==> config.mk <==
export PLATFORM = sky130hd
export DESIGN_NAME = bcyc_seq
export DESIGN_NICKNAME = d
export VERILOG_FILES = /design/src/rtl/bcyc_pkg.sv /design/src/rtl/bcyc_rst_sync.sv /design/src/rtl/bcyc_tstate_fsm.sv /design/src/rtl/bcyc_strobe_dec.sv /design/src/rtl/bcyc_rdata_cap.sv /design/src/rtl/bcyc_seq.sv
export SDC_FILE = /design/constraint.sdc
export NUM_CORES = 1
export LEC_CHECK = 0
export CAP_MARGIN = 10
export CORE_MARGIN = 4
export CORE_UTILIZATION = 30
export CTS_CLUSTER_SIZE = 40
export DETAILED_ROUTE_END_ITERATION = 8
export PLACE_DENSITY = 0.67
export SETUP_SLACK_MARGIN = 0.02
export SLEW_MARGIN = 20
export SYNTH_ARGS = -nofsm -noshare
export SYNTH_HDL_FRONTEND = slang
export SYNTH_SLANG_ARGS = --single-unit
export TNS_END_PERCENT = 5
==> constraint.sdc <==
create_clock -name clk -period 1.9 [get_ports clk]
set_clock_uncertainty 0.1 [all_clocks]
set_input_delay 0.38 -clock clk [delete_from_list [all_inputs] [get_ports clk]]
set_output_delay 0.38 -clock clk [all_outputs]
set_load 0.01 [all_outputs]
==> src/rtl/bcyc_pkg.sv <==
package bcyc_pkg;

  // T-state of the current machine cycle; one clock per state
  typedef enum logic [2:0] {
    TS_IDLE = 3'd0,
    TS_T1   = 3'd1,
    TS_T2   = 3'd2,
    TS_TA   = 3'd3,  // automatic I/O wait state
    TS_TW   = 3'd4,  // requested wait state
    TS_T3   = 3'd5
  } tstate_e;

  // Request kind: bit 1 selects I/O space, bit 0 selects a write
  typedef struct packed {
    logic io;
    logic wr;
  } ckind_s;

endpackage

==> src/rtl/bcyc_rst_sync.sv <==
module bcyc_rst_sync (
  input  logic clk,
  input  logic arst_n,
  output logic srst_n
);

  logic [1:0] sync_q;

  always_ff @(posedge clk or negedge arst_n) begin
    if (!arst_n) sync_q <= 2'b00;
    else         sync_q <= {sync_q[0], 1'b1};
  end

  assign srst_n = sync_q[1];

endmodule

==> src/rtl/bcyc_tstate_fsm.sv <==
module bcyc_tstate_fsm
  import bcyc_pkg::*;
(
  input  logic    clk,
  input  logic    rst_n,
  input  logic    start,
  input  logic    is_io,
  input  logic    wait_n,
  output tstate_e state_o,
  output logic    cap_o,
  output logic    done_o
);

  tstate_e st_q, st_d;
  logic    done_q, done_d;

  always_comb begin
    st_d = st_q;
    unique case (st_q)
      TS_IDLE: if (start) st_d = TS_T1;
      TS_T1:   st_d = TS_T2;
      TS_T2: begin
        if (is_io)        st_d = TS_TA;
        else if (!wait_n) st_d = TS_TW;
        else              st_d = TS_T3;
      end
      TS_TA, TS_TW: st_d = wait_n ? TS_T3 : TS_TW;
      TS_T3:   st_d = TS_IDLE;
      default: st_d = TS_IDLE;
    endcase
  end

  assign done_d = (st_q == TS_T3);

  always_ff @(posedge clk or negedge rst_n) begin
    if (!rst_n) begin
      st_q   <= TS_IDLE;
      done_q <= 1'b0;
    end else begin
      st_q   <= st_d;
      done_q <= done_d;
    end
  end

  assign state_o = st_q;
  assign done_o  = done_q;
  // edge that ends the last active state before T3
  assign cap_o   = (st_d == TS_T3) && (st_q != TS_T3);


  io_auto_wait_chk: assert property (@(posedge clk) disable iff (!rst_n)
    (st_q == TS_T2 && is_io) |=> (st_q == TS_TA));


  wait_extend_chk: assert property (@(posedge clk) disable iff (!rst_n)
    ((st_q == TS_TA || st_q == TS_TW) && !wait_n) |=> (st_q == TS_TW));


  done_pulse_chk: assert property (@(posedge clk) disable iff (!rst_n)
    done_q |=> !done_q);

endmodule

==> src/rtl/bcyc_strobe_dec.sv <==
module bcyc_strobe_dec
  import bcyc_pkg::*;
(
  input  tstate_e state,
  input  ckind_s  kind,
  output logic    mreq_n,
  output logic    iorq_n,
  output logic    rd_n,
  output logic    wr_n,
  output logic    oe
);

  logic active;
  logic middle;

  assign active = (state == TS_T1) || (state == TS_T2) || (state == TS_TA) ||
                  (state == TS_TW) || (state == TS_T3);
  assign middle = (state == TS_T2) || (state == TS_TA) || (state == TS_TW);

  assign mreq_n = !(active && !kind.io);
  assign iorq_n = !(active &&  kind.io);
  assign rd_n   = !(active && !kind.wr);
  assign wr_n   = !(middle &&  kind.wr);
  assign oe     = active && kind.wr;

endmodule

==> src/rtl/bcyc_rdata_cap.sv <==
module bcyc_rdata_cap #(
  parameter int DATA_W = 8
) (
  input  logic              clk,
  input  logic              rst_n,
  input  logic              en,
  input  logic [DATA_W-1:0] din,
  output logic [DATA_W-1:0] q
);

  logic [DATA_W-1:0] q_q, q_d;

  always_comb begin
    q_d = q_q;
    if (en) q_d = din;
  end

  always_ff @(posedge clk or negedge rst_n) begin
    if (!rst_n) q_q <= '0;
    else        q_q <= q_d;
  end

  assign q = q_q;

endmodule

==> src/rtl/bcyc_seq.sv <==
module bcyc_seq
  import bcyc_pkg::*;
#(
  parameter int ADDR_W = 16,
  parameter int DATA_W = 8
) (
  input  logic              clk,
  input  logic              rst_n,
  input  logic              req_valid,
  input  logic [1:0]        req_kind,
  input  logic [ADDR_W-1:0] req_addr,
  input  logic [DATA_W-1:0] req_wdata,
  output logic              req_ready,
  output logic              done,
  output logic [DATA_W-1:0] rdata,
  input  logic              wait_n,
  input  logic [DATA_W-1:0] din,
  output logic [ADDR_W-1:0] addr,
  output logic [DATA_W-1:0] dout,
  output logic              dout_oe,
  output logic              mreq_n,
  output logic              iorq_n,
  output logic              rd_n,
  output logic              wr_n
);

  logic              srst_n;
  tstate_e           state;
  logic              start, cap;
  ckind_s            kind_q, kind_d;
  logic [ADDR_W-1:0] addr_q, addr_d;
  logic [DATA_W-1:0] wdat_q, wdat_d;

  bcyc_rst_sync u_rst (
    .clk    (clk),
    .arst_n (rst_n),
    .srst_n (srst_n)
  );

  assign req_ready = (state == TS_IDLE) && !done;
  assign start     = req_valid && req_ready;

  always_comb begin
    kind_d = kind_q;
    addr_d = addr_q;
    wdat_d = wdat_q;
    if (start) begin
      kind_d = ckind_s'(req_kind);
      addr_d = req_addr;
      wdat_d = req_wdata;
    end
  end

  always_ff @(posedge clk or negedge srst_n) begin
    if (!srst_n) begin
      kind_q <= '0;
      addr_q <= '0;
      wdat_q <= '0;
    end else begin
      kind_q <= kind_d;
      addr_q <= addr_d;
      wdat_q <= wdat_d;
    end
  end

  bcyc_tstate_fsm u_fsm (
    .clk     (clk),
    .rst_n   (srst_n),
    .start   (start),
    .is_io   (kind_q.io),
    .wait_n  (wait_n),
    .state_o (state),
    .cap_o   (cap),
    .done_o  (done)
  );

  bcyc_strobe_dec u_dec (
    .state  (state),
    .kind   (kind_q),
    .mreq_n (mreq_n),
    .iorq_n (iorq_n),
    .rd_n   (rd_n),
    .wr_n   (wr_n),
    .oe     (dout_oe)
  );

  bcyc_rdata_cap #(.DATA_W(DATA_W)) u_cap (
    .clk   (clk),
    .rst_n (srst_n),
    .en    (cap && !kind_q.wr),
    .din   (din),
    .q     (rdata)
  );

  assign addr = addr_q;
  assign dout = wdat_q;


  strobe_excl_chk: assert property (@(posedge clk) disable iff (!srst_n)
    !(!rd_n && !wr_n));


  space_excl_chk: assert property (@(posedge clk) disable iff (!srst_n)
    !(!mreq_n && !iorq_n));


  addr_hold_chk: assert property (@(posedge clk) disable iff (!srst_n)
    (state != TS_IDLE && state != TS_T3) |=> $stable(addr));


  wr_release_chk: assert property (@(posedge clk) disable iff (!srst_n)
    !wr_n |=> (!wr_n || dout_oe));


  busy_after_start_chk: assert property (@(posedge clk) disable iff (!srst_n)
    start |=> !req_ready);

endmodule

== Word level (Yosys, flattened, before mapping) ==
Index checks and enable logic that the tools add are counted.

* Register bits after elaboration: 40
* Bits in latches: 0
* Memory bits (writable): 0
* Bits in read-only memories: 0
* Bits of input ports: 38
* Output and inout port bits: 39
* Word-level logic and storage cells: 43
* Memories kept: 0

* Add/subtract/negate cells: 0
* Multiply operators: 0
* Divide/modulo/power cells: 0
* Magnitude comparators: 0
* Equal/unequal tests: 7
* Shift-type cells: 0
* Muxes and demuxes: 4
* Bitwise logic cells: 0
* Reductions and logical operators: 24

{| class="wikitable"
|+ Operators with widths
! cell !! number
|-
| 3-bit case mux with 4 select lines || 1
|-
| 3-bit == test (second input constant) || 3
|-
| 1-bit logical AND || 9
|-
| 1-bit zero test || 7
|-
| 3-bit by 2-bit == test with 1-bit output (second input constant) || 2
|-
| 1-bit logical OR || 6
|-
| 3-bit 2-to-1 mux || 2
|-
| 3-bit by 1-bit == test with 1-bit output (second input constant) || 1
|-
| 3-bit zero test || 1
|-
| 3-bit inequality test (second input constant) || 1
|-
| 2-bit OR reduction || 1
|-
| 1-bit 2-to-1 mux || 1
|}

== Longest topological paths before layout ==
Gate-level depths: netlist of the first run.

* Depth after elaboration: 8
* Depth in mapped cells: 5
* Gate-level depth less buffers: 4

== Cells and area by module ==
Synthesis of the first run repeated with hierarchy kept, for this count alone.

* Cell total of the unflattened synthesis: 105
* Area, all modules: 1707.9 um^2

{| class="wikitable"
|+ By module, submodules not included
! module !! instances !! cells each !! area an instance (um^2)
|-
| bcyc_seq || 1 || 58 || 1079.8
|-
| bcyc_rdata_cap || 1 || 17 || 331.6
|-
| bcyc_tstate_fsm || 1 || 18 || 182.7
|-
| bcyc_strobe_dec || 1 || 9 || 60.1
|-
| bcyc_rst_sync || 1 || 3 || 53.8
|}

== Worst setup path before layout of the first run ==
Ideal clock, no wire load.

* Path kind: reg2reg
* Start point: register u_fsm.st_q[1], in the netlist u_fsm.state_o[1]
* End point: register u_cap.q_q[0], in the netlist u_cap.q[0]
* Library setup time: 125 ps
* Arrival: 1965 ps
* Setup slack: -290 ps
* Cell stages (with the launch flop): 6
* Clock period less this slack: 2190 ps
* Cells stage by stage: dfrtp_1 buf_6 or4b_1 a21o_1 a221oi_4 mux2_2

* Longest elaborated chain between the ends: 8

{| class="wikitable"
|+ Ends and longest elaborated chain
! what !! line !! source
|-
| from (decl) || bcyc_tstate_fsm.sv:14 || <nowiki>tstate_e st_q, st_d;</nowiki>
|-
| from (signal assigned) || bcyc_tstate_fsm.sv:40 || <nowiki>st_q <= st_d;</nowiki>
|-
| 3-bit zero test || bcyc_tstate_fsm.sv:19, bcyc_seq.sv:40 ||
|-
| 1-bit logical AND || bcyc_seq.sv:40 || <nowiki>assign req_ready = (state == TS_IDLE) && !done;</nowiki>
|-
| 1-bit logical AND || bcyc_seq.sv:41 || <nowiki>assign start = req_valid && req_ready;</nowiki>
|-
| 3-bit 2-to-1 mux || bcyc_tstate_fsm.sv:20 || <nowiki>TS_IDLE: if (start) st_d = TS_T1;</nowiki>
|-
| 3-bit case mux with 4 select lines || bcyc_tstate_fsm.sv:19 || <nowiki>unique case (st_q)</nowiki>
|-
| 3-bit == test || bcyc_tstate_fsm.sv:48 || <nowiki>assign cap_o = (st_d == TS_T3) && (st_q != TS_T3);</nowiki>
|-
| 1-bit logical AND (*) || bcyc_tstate_fsm.sv:48 ||
|-
| 1-bit logical AND (*) || bcyc_seq.sv:90 || <nowiki>.en (cap && !kind_q.wr),</nowiki>
|-
| to (signal assigned) || bcyc_rdata_cap.sv:20 || <nowiki>else q_q <= q_d;</nowiki>
|-
| to (decl) || bcyc_rdata_cap.sv:11 || <nowiki>logic [DATA_W-1:0] q_q, q_d;</nowiki>
|}

Every way passes the cells marked *; elsewhere a longest branch is shown, timed or not.
A chain may end at the register's enable or synchronous reset.

== Worst setup path in the final report of the first run ==
Ends and elaborated chain as after synthesis.

==> results of run 1 <==
[registers in the layout, summed over array words and instances (netlist names)]
| name | flops |
|---|---|
| u_fsm.state_o | 3 |
| dout | 8 |
| u_cap.q | 8 |
| kind_q | 2 |
| u_fsm.done_o | 1 |
| u_rst.sync_q | 2 |
| addr | 16 |
[layout make-up]
| class | count | area share, % |
|---|---|---|
| multi-input combinational | 60 | 22.8 |
| tap | 70 | 3.32 |
| timing repair buffer | 87 | 32.3 |
| clock buffer | 7 | 3.65 |
| sequential | 40 | 38.0 |
[power by group]
| part | total (mW) | switching [mW] | internal (mW) |
|---|---|---|---|
| sequential | 1.51 | 0.249 | 1.26 |
| clock | 0.603 | 0.279 | 0.323 |
| combinational | 2.21 | 0.829 | 1.38 |
[cell families (layout without fill, tap and decap cells)]
logic type	Yosys count	after routing	share of synthesized area, %
mux	35	35	24.8
buf+inv	4	94	1.66
other cells	1	1	0.237
flops	40	40	63.2
compound gates	4	4	3.00
simple gates	20	20	7.11
[synth_stat cells, types with 2 or more instances]
library cell,n,area (µm²)
dfrtp_1,40,1000
mux2_2,34,383
nand2_1,6,22.5
nand2b_1,4,25.0
clkbuf_1,2,7.51
nor2_1,2,7.51
nor2b_1,2,12.5
[critical path, delay by kind of cell (launching register included)]
kind / cells / cell delay [ns]
AOI/OAI and AO/OA: 2 / 0.49
and+or+nand+nor: 1 / 0.50
muxes: 1 / 0.31
DFF: 1 / 0.40
buffers and inverters: 1 / 0.20
[routing by layer]
metal,share of wire (%),wire length (µm)
met4,1.4,57
met3,9.8,391
met2,50,2010
met5,0,0
met1,38,1520
[metrics by stage]
step	power (mW)	TNS (ns)	cell area (µm²)	hold slack, ns
3_5_place_dp	3.68	-5.37	2490	0.106
3_3_place_gp	3.61	-5.00	2490	0.0948
5_1_grt	4.58	-2.68	2640	0.129
6_report	4.32	-1.81	2640	0.105
2_1_floorplan	2.46	-2.25	1580	-0.0156
4_1_cts	4.40	-2.13	2650	0.117
[final timing paths]
kind / startpoint / end / slack, ns / cells past startpoint
max: u_fsm.state_o[1] / u_cap.q[0] / -0.21 / 5
min: u_rst.sync_q[1] / u_fsm.done_o / 0.10 / 1
max reg2reg: u_fsm.state_o[1] / u_cap.q[0] / -0.21 / 5
min reg2reg: u_rst.sync_q[1] / u_fsm.done_o / 0.10 / 1
max in group asynchronous: u_rst.sync_q[1] / dout[1] / 1.32 / 1
min in group clk: u_rst.sync_q[0] / u_rst.sync_q[1] / 0.24 / 0
[what timing repair did]
action / in CTS / in global routing
pin swaps: 3 / 2
resized for setup: 26 / 6
setup endpoints to repair: 14 / 15
buffers inserted: 1 / 0
==> impl_metrics.env, run 1 <==
export IMPL_hold_viol_final=0
export IMPL_crit_path_end_kind="flip-flop"
export IMPL_ant_nets=0
export IMPL_nFillCells=464
export IMPL_clk_pin_slew_worst_paths_ns=0.08
export IMPL_num_rows=26
export IMPL_regArea_um2=1000
export IMPL_remaining_drc_errors=0
export IMPL_power_density_nw_per_um2=1640
export IMPL_use_met2_pct=22.0
export IMPL_io_pins=77
export IMPL_finalCritPeriodShare_pct=111
export IMPL_use_met1_pct=14.3
export IMPL_finalWirelength_um=3980
export IMPL_cp_start_kind="flip-flop"
export IMPL_hp_class="flip-flop to asynchronous set/reset pin"
export IMPL_synth_nets=142
export IMPL_met3_usage_pct=6.39
export IMPL_ys_flop_type="dfrtp_1"
export IMPL_yosysSeqAreaShare_pct=63.2
export IMPL_grt_ovfl_total=0
export IMPL_ys_warn_count=0
export IMPL_antenna_found_initial=0
export IMPL_gr_usage_all_layers_pct=13.1
export IMPL_die_x_um=80.7
export IMPL_syn_inst=104
export IMPL_globalplace_congestion=0.725
export IMPL_mappedNetlistArea_um2=1580
export IMPL_fin_crit_ns=2.11
export IMPL_outcome="finished with violations"
export IMPL_clock_root_buffer="clkbuf_8"
export IMPL_io_buffers=76
export IMPL_setup_viol_count_final=10
export IMPL_cts_made_buffers=5
export IMPL_vdd_drop_max_uv=864
export IMPL_grt_pass1_wl_um=6380
export IMPL_syn_avg_cell_area_um2=15.2
export IMPL_clk_path_buf_depth=2
export IMPL_clock_sinks=40
export IMPL_ys_async_sr_fraction_pct=100
export IMPL_die_area_um2=6510
export IMPL_detail_route_first_pass_iterations=2
export IMPL_start_util_pct=31.0
export IMPL_finalNonFillerCells=264
export IMPL_num_vias=1165
export IMPL_crit_chain="or4b_1 > a21o_1 > a221oi_4 > buf_6 > mux2_4"
export IMPL_multi_input_area_um2=602
export IMPL_grt_pass1_vias=1296
export IMPL_cts_hold_fix_buffers=0
export IMPL_cts_max_level=2
export IMPL_nNetsFinal=232
export IMPL_viasPerCell=4.41
export IMPL_die_h_um=80.7
export IMPL_maxCapViolCount=0
export IMPL_post_place_cells=256
export IMPL_drt_iter0_markers=25
export IMPL_cp_arrival_ns=2.18
export IMPL_clock_latency_ns=0.29
export IMPL_hpwl_um=2930
export IMPL_crit_path_top_delay_cell="or4b_1"
export IMPL_worstPathRequired_ns=1.97
export IMPL_leakage_nw=1.16
export IMPL_syn_to_final_growth_pct=66.5
export IMPL_setup_slack_ns=-0.214
export IMPL_pre_cts_ws_ns=-0.639
export IMPL_violations="setup timing"
export IMPL_n_antenna_cell=0
export IMPL_ys_types=21
export IMPL_critical_path_class="flip-flop to flip-flop"
export IMPL_crit_fanout=8
export IMPL_post_route_util_pct=51.6
export IMPL_grt_busiest_layer="met2"
export IMPL_wl_per_cell_um=15.1
export IMPL_slew_viol_final=0
export IMPL_synth_edff_count=0
export IMPL_fmaxAchievable_ghz=0.473
export IMPL_layout_common_cells="clkdlybuf4s50_1, dfrtp_1, mux2_2, mux2_4"
export IMPL_coreArea_um2=5110
export IMPL_cts_tree="done"
export IMPL_slowest_delay_ns=0.50
export IMPL_ys_ff_latch=40
export IMPL_rsz0062_at_grt="yes"
export IMPL_mostFrequentLayoutCell="clkdlybuf4s50_1"
export IMPL_drive_above_1_share_pct=30.4
export IMPL_grt_max_degree=27
Note: power is estimated with default switching activity, not from simulation.
==> inputs of run 2 (changes only) <==
--- a/config.mk
+++ b/config.mk
@@ -5,11 +5,12 @@
 export SDC_FILE = /design/constraint.sdc
 export NUM_CORES = 1
 export LEC_CHECK = 0
-export CAP_MARGIN = 10
+export CAP_MARGIN = 20
 export CORE_MARGIN = 4
 export CORE_UTILIZATION = 30
 export CTS_CLUSTER_SIZE = 40
 export DETAILED_ROUTE_END_ITERATION = 8
+export HOLD_SLACK_MARGIN = 0.03
 export PLACE_DENSITY = 0.67
 export SETUP_SLACK_MARGIN = 0.02
 export SLEW_MARGIN = 20
==> results of run 2 <==
No change in the layout: final DEF, timing and power equal those of run 1.
==> inputs of run 3 (changes only) <==
--- a/config.mk
+++ b/config.mk
@@ -8,7 +8,6 @@
 export CAP_MARGIN = 20
 export CORE_MARGIN = 4
 export CORE_UTILIZATION = 30
-export CTS_CLUSTER_SIZE = 40
 export DETAILED_ROUTE_END_ITERATION = 8
 export HOLD_SLACK_MARGIN = 0.03
 export PLACE_DENSITY = 0.67
==> results of run 3 <==
No change in the layout: final DEF, timing and power equal those of run 1.
